$ cat src/rtl/spi_mm_pkg.sv
package spi_mm_pkg;
  localparam logic [15:0] CTRL_WMASK = 16'hCF03;
  localparam int CB_ENABLE = 15;
  localparam int CB_IRQEN  = 14;
  localparam int CB_HOLD   = 11;
  localparam int CB_BUSY   = 7;
  localparam int CB_DEV_LO = 8;
  localparam int CB_RATE_LO = 0;

  typedef logic [1:0] dev_code_t;
  typedef logic [1:0] rate_code_t;

  typedef enum logic {
    SEL_CTRL = 1'b0,
    SEL_DATA = 1'b1
  } reg_sel_e;
endpackage

$ cat src/rtl/spi_mm_ctrl_reg.sv
module spi_mm_ctrl_reg
  import spi_mm_pkg::*;
(
  input  logic        clk,
  input  logic        rst_n,
  input  logic        wr_ctrl,
  input  logic [15:0] wdata,
  output logic [15:0] ctrl_q
);
  always_ff @(posedge clk or negedge rst_n) begin
    if (!rst_n)       ctrl_q <= '0;
    else if (wr_ctrl) ctrl_q <= wdata & CTRL_WMASK;
  end
endmodule

$ cat src/rtl/spi_mm_timer.sv
module spi_mm_timer
  import spi_mm_pkg::*;
#(
  parameter int BIT_LOG2 = 3,
  parameter int CNT_W    = BIT_LOG2 + 6
) (
  input  logic             clk,
  input  logic             rst_n,
  input  logic             start,
  input  rate_code_t       rate_in,
  output logic             busy,
  output logic             done,
  output logic [CNT_W-1:0] cnt,
  output rate_code_t       rate_q
);
  logic [CNT_W:0]   span;
  logic [CNT_W-1:0] last;

  // byte time = 8 bits * (2**BIT_LOG2 << rate) clocks
  always_comb begin
    span = (CNT_W+1)'(1) << (BIT_LOG2 + 3 + int'(rate_q));
    last = CNT_W'(span - 1'b1);
  end

  assign done = busy && (cnt == last);

  always_ff @(posedge clk or negedge rst_n) begin
    if (!rst_n) begin
      busy   <= 1'b0;
      cnt    <= '0;
      rate_q <= '0;
    end else if (start) begin
      busy   <= 1'b1;
      cnt    <= '0;
      rate_q <= rate_in;
    end else if (busy) begin
      if (cnt == last) busy <= 1'b0;
      else             cnt  <= cnt + 1'b1;
    end
  end
endmodule

$ cat src/rtl/spi_mm_shifter.sv
module spi_mm_shifter
  import spi_mm_pkg::*;
#(
  parameter int BIT_LOG2 = 3,
  parameter int CNT_W    = BIT_LOG2 + 6
) (
  input  logic             clk,
  input  logic             rst_n,
  input  logic             start,
  input  logic [7:0]       tx_in,
  input  logic             busy,
  input  logic             done,
  input  logic [CNT_W-1:0] cnt,
  input  rate_code_t       rate_q,
  input  logic             miso,
  output logic             sck,
  output logic             mosi,
  output logic [7:0]       rx_byte
);
  logic [7:0]       tx_q;
  logic [7:0]       rx_sh;
  logic [CNT_W-1:0] bit_mask;
  logic [CNT_W-1:0] phase;
  logic [CNT_W-1:0] half_m1;
  logic [2:0]       bit_idx;
  logic             sample;
  int               sh;

  always_comb begin
    sh       = BIT_LOG2 + int'(rate_q);
    bit_mask = CNT_W'(((CNT_W+1)'(1) << sh) - 1'b1);
    phase    = cnt & bit_mask;
    half_m1  = bit_mask >> 1;
    bit_idx  = 3'(cnt >> sh);
    sample   = busy && (phase == half_m1);
    sck      = busy && (phase > half_m1);
    mosi     = busy && tx_q[3'd7 - bit_idx];
  end

  always_ff @(posedge clk or negedge rst_n) begin
    if (!rst_n) begin
      tx_q    <= '0;
      rx_sh   <= '0;
      rx_byte <= '0;
    end else begin
      if (start)  tx_q    <= tx_in;
      if (sample) rx_sh   <= {rx_sh[6:0], miso};
      if (done)   rx_byte <= rx_sh;
    end
  end
endmodule

$ cat src/rtl/spi_mm_cs_ctrl.sv
module spi_mm_cs_ctrl
  import spi_mm_pkg::*;
#(
  parameter int NUM_CS = 3
) (
  input  logic              clk,
  input  logic              rst_n,
  input  logic              start,
  input  dev_code_t         dev_in,
  input  logic              hold_in,
  input  logic              busy,
  input  logic              done,
  input  logic              en,
  output logic [NUM_CS-1:0] cs_n
);
  logic      active;
  logic      hold_q;
  dev_code_t dev_q;

  always_ff @(posedge clk or negedge rst_n) begin
    if (!rst_n) begin
      active <= 1'b0;
      hold_q <= 1'b0;
      dev_q  <= '0;
    end else if (start) begin
      active <= 1'b1;
      hold_q <= hold_in;
      dev_q  <= dev_in;
    end else if (done) begin
      active <= hold_q;
    end else if (!busy && !en) begin
      active <= 1'b0;
    end
  end

  for (genvar g = 0; g < NUM_CS; g++) begin : g_sel
    assign cs_n[g] = !(active && (dev_q == 2'(g)));
  end
endmodule

$ cat src/rtl/spi_mm_master.sv
module spi_mm_master
  import spi_mm_pkg::*;
#(
  parameter int BIT_LOG2 = 3,
  parameter int NUM_CS   = 3
) (
  input  logic              clk,
  input  logic              rst_n,
  input  logic              reg_wr,
  input  logic              reg_addr,
  input  logic [15:0]       reg_wdata,
  output logic [15:0]       reg_rdata,
  output logic              sck,
  output logic              mosi,
  input  logic              miso,
  output logic [NUM_CS-1:0] cs_n,
  output logic              irq
);
  localparam int CNT_W = BIT_LOG2 + 6;

  logic [15:0]      ctrl_q;
  logic             master_en;
  logic             busy;
  logic             done;
  logic             start;
  logic [CNT_W-1:0] cnt;
  rate_code_t       xfer_rate;
  logic [7:0]       rx_byte;

  assign master_en = ctrl_q[CB_ENABLE];
  assign start = reg_wr && (reg_addr == SEL_DATA) && master_en && !busy;

  spi_mm_ctrl_reg u_ctrl (
    .clk(clk), .rst_n(rst_n),
    .wr_ctrl(reg_wr && (reg_addr == SEL_CTRL)),
    .wdata(reg_wdata), .ctrl_q(ctrl_q)
  );

  spi_mm_timer #(.BIT_LOG2(BIT_LOG2), .CNT_W(CNT_W)) u_timer (
    .clk(clk), .rst_n(rst_n), .start(start),
    .rate_in(ctrl_q[CB_RATE_LO +: 2]),
    .busy(busy), .done(done), .cnt(cnt), .rate_q(xfer_rate)
  );

  spi_mm_shifter #(.BIT_LOG2(BIT_LOG2), .CNT_W(CNT_W)) u_shift (
    .clk(clk), .rst_n(rst_n), .start(start), .tx_in(reg_wdata[7:0]),
    .busy(busy), .done(done), .cnt(cnt), .rate_q(xfer_rate),
    .miso(miso), .sck(sck), .mosi(mosi), .rx_byte(rx_byte)
  );

  spi_mm_cs_ctrl #(.NUM_CS(NUM_CS)) u_cs (
    .clk(clk), .rst_n(rst_n), .start(start),
    .dev_in(ctrl_q[CB_DEV_LO +: 2]), .hold_in(ctrl_q[CB_HOLD]),
    .busy(busy), .done(done), .en(master_en), .cs_n(cs_n)
  );

  always_ff @(posedge clk or negedge rst_n) begin
    if (!rst_n) irq <= 1'b0;
    else        irq <= done && ctrl_q[CB_IRQEN];
  end

  always_comb begin
    if (reg_addr == SEL_CTRL) begin
      reg_rdata = ctrl_q;
      reg_rdata[CB_BUSY] = busy;
    end else if (!master_en || busy) begin
      reg_rdata = '0;
    end else begin
      reg_rdata = {8'h00, rx_byte};
    end
  end
endmodule

$ cat config.mk
export PLATFORM = sky130hd
export DESIGN_NAME = spi_mm_master
export DESIGN_NICKNAME = d
export VERILOG_FILES = /design/src/rtl/spi_mm_pkg.sv /design/src/rtl/spi_mm_ctrl_reg.sv /design/src/rtl/spi_mm_timer.sv /design/src/rtl/spi_mm_shifter.sv /design/src/rtl/spi_mm_cs_ctrl.sv /design/src/rtl/spi_mm_master.sv
export SDC_FILE = /design/constraint.sdc
export NUM_CORES = 1
export LEC_CHECK = 0
export ABC_AREA = 1
export CAP_MARGIN = 20
export CORE_ASPECT_RATIO = 1.4
export CORE_MARGIN = 1
export CORE_UTILIZATION = 55
export CTS_BUF_LIST = sky130_fd_sc_hd__clkbuf_8 sky130_fd_sc_hd__clkbuf_16
export DETAILED_ROUTE_END_ITERATION = 16
export GPL_TIMING_DRIVEN = 0
export PLACE_DENSITY_LB_ADDON = 0.12
export SYNTH_ARGS = -nofsm -noshare
export SYNTH_HDL_FRONTEND = slang
export SYNTH_SLANG_ARGS = --single-unit
export TNS_END_PERCENT = 50
$ cat constraint.sdc
create_clock -name clk -period 5.99 [get_ports clk]
set_clock_uncertainty 0.15 [all_clocks]
set_input_delay 0.599 -clock clk [delete_from_list [all_inputs] [get_ports clk]]
set_output_delay 0.599 -clock clk [all_outputs]
set_load 0.01 [all_outputs]
* Word-level counts from Yosys, hierarchy flattened
Cells that the tools add are included.
** Cells by class
- Add/sub/neg operators :: 6
- $lt $le $gt $ge :: 2
- Equal/unequal tests :: 5
- Shift operators :: 3
- Mux-type cells :: 13
- Bitwise gates (word level) :: 2
- Reduce and logical (&&, ||, !) cells :: 23
** Operator list (number)
- left shift 1 x 32 -> 9 bit (first input constant) :: 2
- >> shifter 9 x 32 -> 3 bit :: 1
- 2-to-1 mux 9 bit :: 3
- subtractor 9 x 1 -> 9 bit (second input constant) :: 2
- 2-to-1 mux 16 bit :: 1
- logical AND 1 bit :: 13
- adder 9 x 1 -> 9 bit (second input constant) :: 1
- bitwise AND 9 bit :: 1
- == test 9 x 8 -> 1 bit :: 1
- == test 9 bit :: 1
- greater-than comparator 9 x 8 -> 1 bit :: 1
- 2-to-1 mux 8 bit :: 1
- 2-to-1 mux 1 bit :: 7
- zero test 1 bit :: 5
- adder 3 x 2 -> 4 bit (first input constant) :: 1
- < comparator 3 x 4 -> 1 bit (second input constant) :: 1
- adder 2 x 2 -> 3 bit (first input constant) :: 1
- binary-select mux 1 bit (select 3 bit) :: 1
- nonzero test 3 bit :: 1
- subtractor 3 bit (first input constant) :: 1
- == test 2 x 1 -> 1 bit (second input constant) :: 1
- == test 2 bit (second input constant) :: 1
- zero test 2 bit :: 1
- != test 2 bit (second input constant) :: 1
- 4 further kinds :: 4
** Word-level totals
- Bits in registers :: 49
- Bits of input ports :: 21
- Output and inout bits :: 22
- Word-level logic and storage cells :: 65

* Depth between registers and ports, before layout
- Depth in word-level cells :: 7
- Gate-level depth with buffers :: 14
- Mapped depth without buffers :: 12

* Cells and area by module
From an unflattened synthesis, not the netlist that was laid out.
** Unflattened totals
- Cells, all modules :: 411
- Area total of the unflattened synthesis :: 3024.2 µm²
** By module, submodules not included
- spi_mm_shifter :: times used 1, cells each 168, area each 1397.6 µm², seq. area each 600.6 µm²
- spi_mm_timer :: times used 1, cells each 109, area each 758.2 µm², seq. area each 300.3 µm²
- spi_mm_ctrl_reg :: times used 1, cells each 43, area each 369.1 µm², seq. area each 200.2 µm²
- spi_mm_master :: times used 1, cells each 67, area each 312.8 µm², seq. area each 25.0 µm²
- spi_mm_cs_ctrl :: times used 1, cells each 24, area each 186.4 µm², seq. area each 100.1 µm²

* Worst setup path before layout
Ideal clock, no wire load.
- Path kind :: register to output
- Start point :: register u_timer.rate_q[1]
- End point :: output port sck
- Data arrival time :: 1819 ps
- Data required time :: 5241 ps
- Slack :: 3422 ps
- Cell stages (with the launch flop) :: 13
- Path buffers :: 1
- Path through :: dfrtp_1 buf_6 nor2_4 inv_1 ha_1 nor2_1 ha_1 nand2_1 nor2_1 nand2_1 o21ai_0 o21bai_1 inv_1
** On the way
- Cells in the longest elaborated chain, start to end :: 6
** RTL lines
- start: declaration :: RTL line spi_mm_timer.sv:14 : output rate_code_t rate_q
- start signal: assignment :: RTL line spi_mm_timer.sv:35 : rate_q <= rate_in;
- adder 2 x 2 -> 3 bit * :: RTL line spi_mm_shifter.sv:30 : sh = BIT_LOG2 + int'(rate_q);
- left shift 1 x 32 -> 9 bit * :: RTL line spi_mm_shifter.sv:31 : bit_mask = CNT_W'(((CNT_W+1)'(1) << sh) - 1'b1);
- subtractor 9 x 1 -> 9 bit * :: RTL line spi_mm_shifter.sv:31
- bitwise AND 9 bit :: RTL line spi_mm_shifter.sv:32 : phase = cnt & bit_mask;
- greater-than comparator 9 x 8 -> 1 bit * :: RTL line spi_mm_shifter.sv:36 : sck = busy && (phase > half_m1);
- logical AND 1 bit * :: RTL line spi_mm_shifter.sv:36
- end: declaration :: RTL line spi_mm_master.sv:13 : output logic sck,
Mark *: on every way between the ends. The rest lies on a longest branch, timed or not.

* Final worst setup path
Same ends and word-level chain as after synthesis.

==> implementation parameters <==
Parameter                              Value

Worst setup path
  Capturing element type of the critical path ... primary output
  Stages on worst setup path ... 13
  Register-to-Register Path Depth ... 14
  Slowest cell on the critical path ... sky130_fd_sc_hd__clkdlybuf4s50_1
  Worst path buffer plus inverter count ... 4
  Critical Path Fanout Max ... 8
  Stage delay of the slowest cell on the critical path ... 530 ps
  Kind of critical path ... reg -> out
  Critical path data required time ... 5240 ps
  Type of element launching the critical path ... flip-flop
  Worst reg2reg endpoint ... u_shift.rx_sh[7]
  Critical path arrival ... around 2800 ps
  Cells traversed along the worst timing path ... buf_6, nor2_4, inv_1, ha_1, nor2_1, ha_1, nand2_1, nor2_1, nand2_1, o21ai_0, o21bai_1, inv_1, clkdlybuf4s50_1
  CP delay by family, top ... buffers and inverters
  Minimum setup slack among reg-to-reg paths ... 3280 ps
  Launching point of the worst reg2reg path ... u_timer.rate_q[1]

Floorplanning
  Placeable core region ... 0.00480 mm^2
  Number of primary I/O pins ... 43
  Die footprint ... ~0.0053 mm^2
  Die span in x ... 61.6 um
  Number of placement rows ... 30
  Overall die height ... 85.4 um
  Starting utilization of the core area ... 56.8%

Clock tree
  Post_cts resized ... 0
  Clock buffers created by TritonCTS ... 5
  Number of buffers added for setup after CTS ... 0
  Insertion delay to the later sink of the worst-skew pair ... 300 ps
  TritonCTS clock tree ... yes
  CTS HTree Levels ... 2
  Hold buffer count at CTS ... 0
  Clock transition at the registers of the reported paths ... 90 ps
  Sink Count ... 49
  Longest Clk Path Bufs ... 2
  Root buf cell ... sky130_fd_sc_hd__clkbuf_8

STA
  Number of hold violations in the final report ... 0
  Total count of max-transition violations in the final report ... 0
  Highest clock rate ... 0.284 GHz
  Period utilisation layout ... 58.9%
  Finish-stage setup viols ... 0
  Period minus WS final ... 3530 ps
  Unrepaired setup endpoints after global routing ... false
  Worst Tran Pin Value ... 597 ps
  Tightest slew margin relative to the limit ... 60.2%
  Summed negative setup slack over all endpoints ... 0 ps

Cells and area
  Signed area change from the synthesized netlist to the final layout ... 22.6%
  Fraction of final layout cells with drive strength greater than 1 ... 9.43%
  Final Net Count ... about 440
  Non-filler instance count after layout ... 467
  Ant. Diodes ... 0

Detailed routing
  Post-detailed-route wirelength per cell ... about 12 um
  Via-per-instance ratio ... between 5 and 6
  Total iterations of the first detailed-routing run ... 7
  Total number of vias ... roughly 2,400
  Count of unresolved DRC violations after routing ... 0
  Count of routing violations after the opening detailed-route iteration ... 145
  Detailed-route wire length ... between 5000 and 6000 um
  Antenna Nets Post-Route ... 0

Global routing
  Antenna violations before repair ... 0
  Via count of the first global-routing pass ... approximately 2,300
  All-Layer GR Usage ... ~25%
  Global-route wire length before repair ... 9740 um
  GRT overflow ... 0
  Largest net degree at the start of global routing ... 33

Synth
  Portion of the post-synthesis area used by sequential elements ... 44.9%
  Post-synthesis sequential element count ... 49
  Warning count from the yosys run ... 0
  Number of distinct library cells after synthesis ... 30
  Syn Std Cell Area ... 0.00273 mm^2
  Syn avg cell area ... 7.74 um^2
  Mapped Cells ... 353

Power
  Pwr dens ... 227 mW/mm^2
  Reported leakage power ... 1.68 nW
  VDD IR-drop max ... 0.198 mV

Placement
  Global placer's final weighted congestion ... 0.886
  Post-placement cell count ... 459
  Placed wire-length estimate after detailed placement ... between 4000 and 5000 um
  Count of input and output buffers ... 37

Job
  Max Cap Violations ... 0

Status
  Result of the run ... complete, no violations

Min path
  Tightest Hold Check Type ... in -> async
==> worst register-to-register path: cells and delay by family, from the launching register on <==
kind,cells,cell delay [ps]
AOI/OAI and AO/OA,1,70
and+or+nand+nor,8,870
buffers and inverters,3,480
adders and majority gates,2,620
DFF,1,380
==> cell usage in the layout, fill, tap and decap left out, types with 2 or more instances in the layout <==
cell	n
sky130_fd_sc_hd__nand2_1	101
sky130_fd_sc_hd__dfrtp_1	49
sky130_fd_sc_hd__inv_1	43
sky130_fd_sc_hd__clkdlybuf4s50_1	36
sky130_fd_sc_hd__nand3_1	30
sky130_fd_sc_hd__nor2_1	28
sky130_fd_sc_hd__o21ai_0	28
sky130_fd_sc_hd__a21oi_1	13
sky130_fd_sc_hd__ha_1	12
sky130_fd_sc_hd__o21ai_2	7
sky130_fd_sc_hd__conb_1	6
sky130_fd_sc_hd__xor2_1	5
sky130_fd_sc_hd__clkbuf_8	5
sky130_fd_sc_hd__nor2_2	4
sky130_fd_sc_hd__buf_6	4
sky130_fd_sc_hd__buf_2	3
sky130_fd_sc_hd__clkbuf_1	3
sky130_fd_sc_hd__nand4_1	3
sky130_fd_sc_hd__nor2_4	2
sky130_fd_sc_hd__inv_2	2
sky130_fd_sc_hd__nand2_2	2
sky130_fd_sc_hd__nor3_1	2
sky130_fd_sc_hd__buf_4	2
sky130_fd_sc_hd__bufinv_16	2
==> cells by family after synthesis <==
kind of cell,count (synthesis),share of synthesized area (%)
adder cells (fa/ha/maj),12,5.50
XOR/XNOR,5,1.60
flip-flops,49,44.9
AO/OA/AOI/OAI,52,10.8
buffers and inverters,57,9.30
other,2,0.275
AND/OR/NAND/NOR,176,27.6
==> how the worst max path moves through the flow <==
stage                      start           endpoint  slack, ps
3_3_place_gp               rst_n  u_ctrl.ctrl_q[10]       2790
3_5_place_dp   u_timer.rate_q[1]                sck       2770
5_1_grt        u_timer.rate_q[1]                sck       2260
4_1_cts        u_timer.rate_q[1]                sck       2420
6_report       u_timer.rate_q[1]                sck       2460
2_1_floorplan  u_timer.rate_q[1]                sck       3420
==> state kept, by name (all words and copies together), names as in the netlist <==
signal           flops
u_timer.busy         1
irq                  1
u_ctrl.ctrl_q        8
u_cs.hold_q          1
u_cs.dev_q           2
u_shift.tx_q         8
u_shift.rx_byte      8
u_timer.cnt          9
u_shift.rx_sh        8
u_cs.active          1
u_timer.rate_q       2
==> stage by stage <==
step	utilization, %	worst slack [ps]	power [mW]	area, um^2	hold WS (ps)
finish	69.7	2460	0.759	3350	61.1
floorplan	-	3420	0.434	2750	153
CTS	69.7	2420	0.767	3350	72.3
detailed placement	66.8	2770	0.486	3210	311
global placement	66.5	2790	0.481	3200	307
global route	69.7	2260	0.795	3350	93.2
==> cells in the mapped netlist <==
master	number	area (um^2)
sky130_fd_sc_hd__xor2_1	5	43.8
sky130_fd_sc_hd__o21ai_0	28	140
sky130_fd_sc_hd__nor2_2	4	25.0
sky130_fd_sc_hd__o21bai_1	1	7.51
sky130_fd_sc_hd__nor2_1	28	105
sky130_fd_sc_hd__dfrtp_1	49	1230
sky130_fd_sc_hd__buf_2	2	10.0
sky130_fd_sc_hd__o21ai_1	1	5.00
sky130_fd_sc_hd__o211ai_1	1	7.51
sky130_fd_sc_hd__a21oi_2	1	8.76
sky130_fd_sc_hd__nand3b_1	1	7.51
sky130_fd_sc_hd__inv_2	2	7.51
sky130_fd_sc_hd__nand2_2	2	12.5
sky130_fd_sc_hd__clkbuf_1	3	11.3
sky130_fd_sc_hd__and3_1	1	6.26
sky130_fd_sc_hd__o21ai_2	7	61.3
sky130_fd_sc_hd__nand2_4	1	11.3
sky130_fd_sc_hd__a21oi_1	13	65.1
sky130_fd_sc_hd__nor2_4	2	22.5
sky130_fd_sc_hd__nand2_1	101	379
sky130_fd_sc_hd__clkinv_1	1	3.75
sky130_fd_sc_hd__inv_1	43	161
sky130_fd_sc_hd__conb_1	2	7.51
sky130_fd_sc_hd__nand3_1	30	150
sky130_fd_sc_hd__nor3_1	2	10.0
sky130_fd_sc_hd__nand4_1	3	18.8
sky130_fd_sc_hd__buf_4	2	15.0
sky130_fd_sc_hd__or2_2	1	6.26
sky130_fd_sc_hd__buf_6	4	45.0
sky130_fd_sc_hd__ha_1	12	150
==> report_power, final <==
group | internal [mW] | leakage, nW | switching, mW
clock network | 0.168 | 0.0687 | 0.112
registers | 0.352 | 0.611 | 0.00950
logic | 0.0522 | 1.00 | 0.0656
total | 0.572 | 1.68 | 0.188
==> layer usage <==
metal  track usage (%)  wire, um
met3              3.05       158
met5                 0         0
met2              43.7      3120
met1              29.7      2340
met4              8.89       119
==> layout make-up <==
type | count | area, um^2
multi-input cells | 251 | 1270
repair buffers | 38 | 385
inverters | 46 | 173
flip-flops and latches | 49 | 1230
clock inverters | 3 | 68.8
plain buffers | 11 | 81.3
well taps | 64 | 80.1
clock buffers | 5 | 68.8
fillers | 420 | 1460
Note: power is estimated with default switching activity, not from simulation.
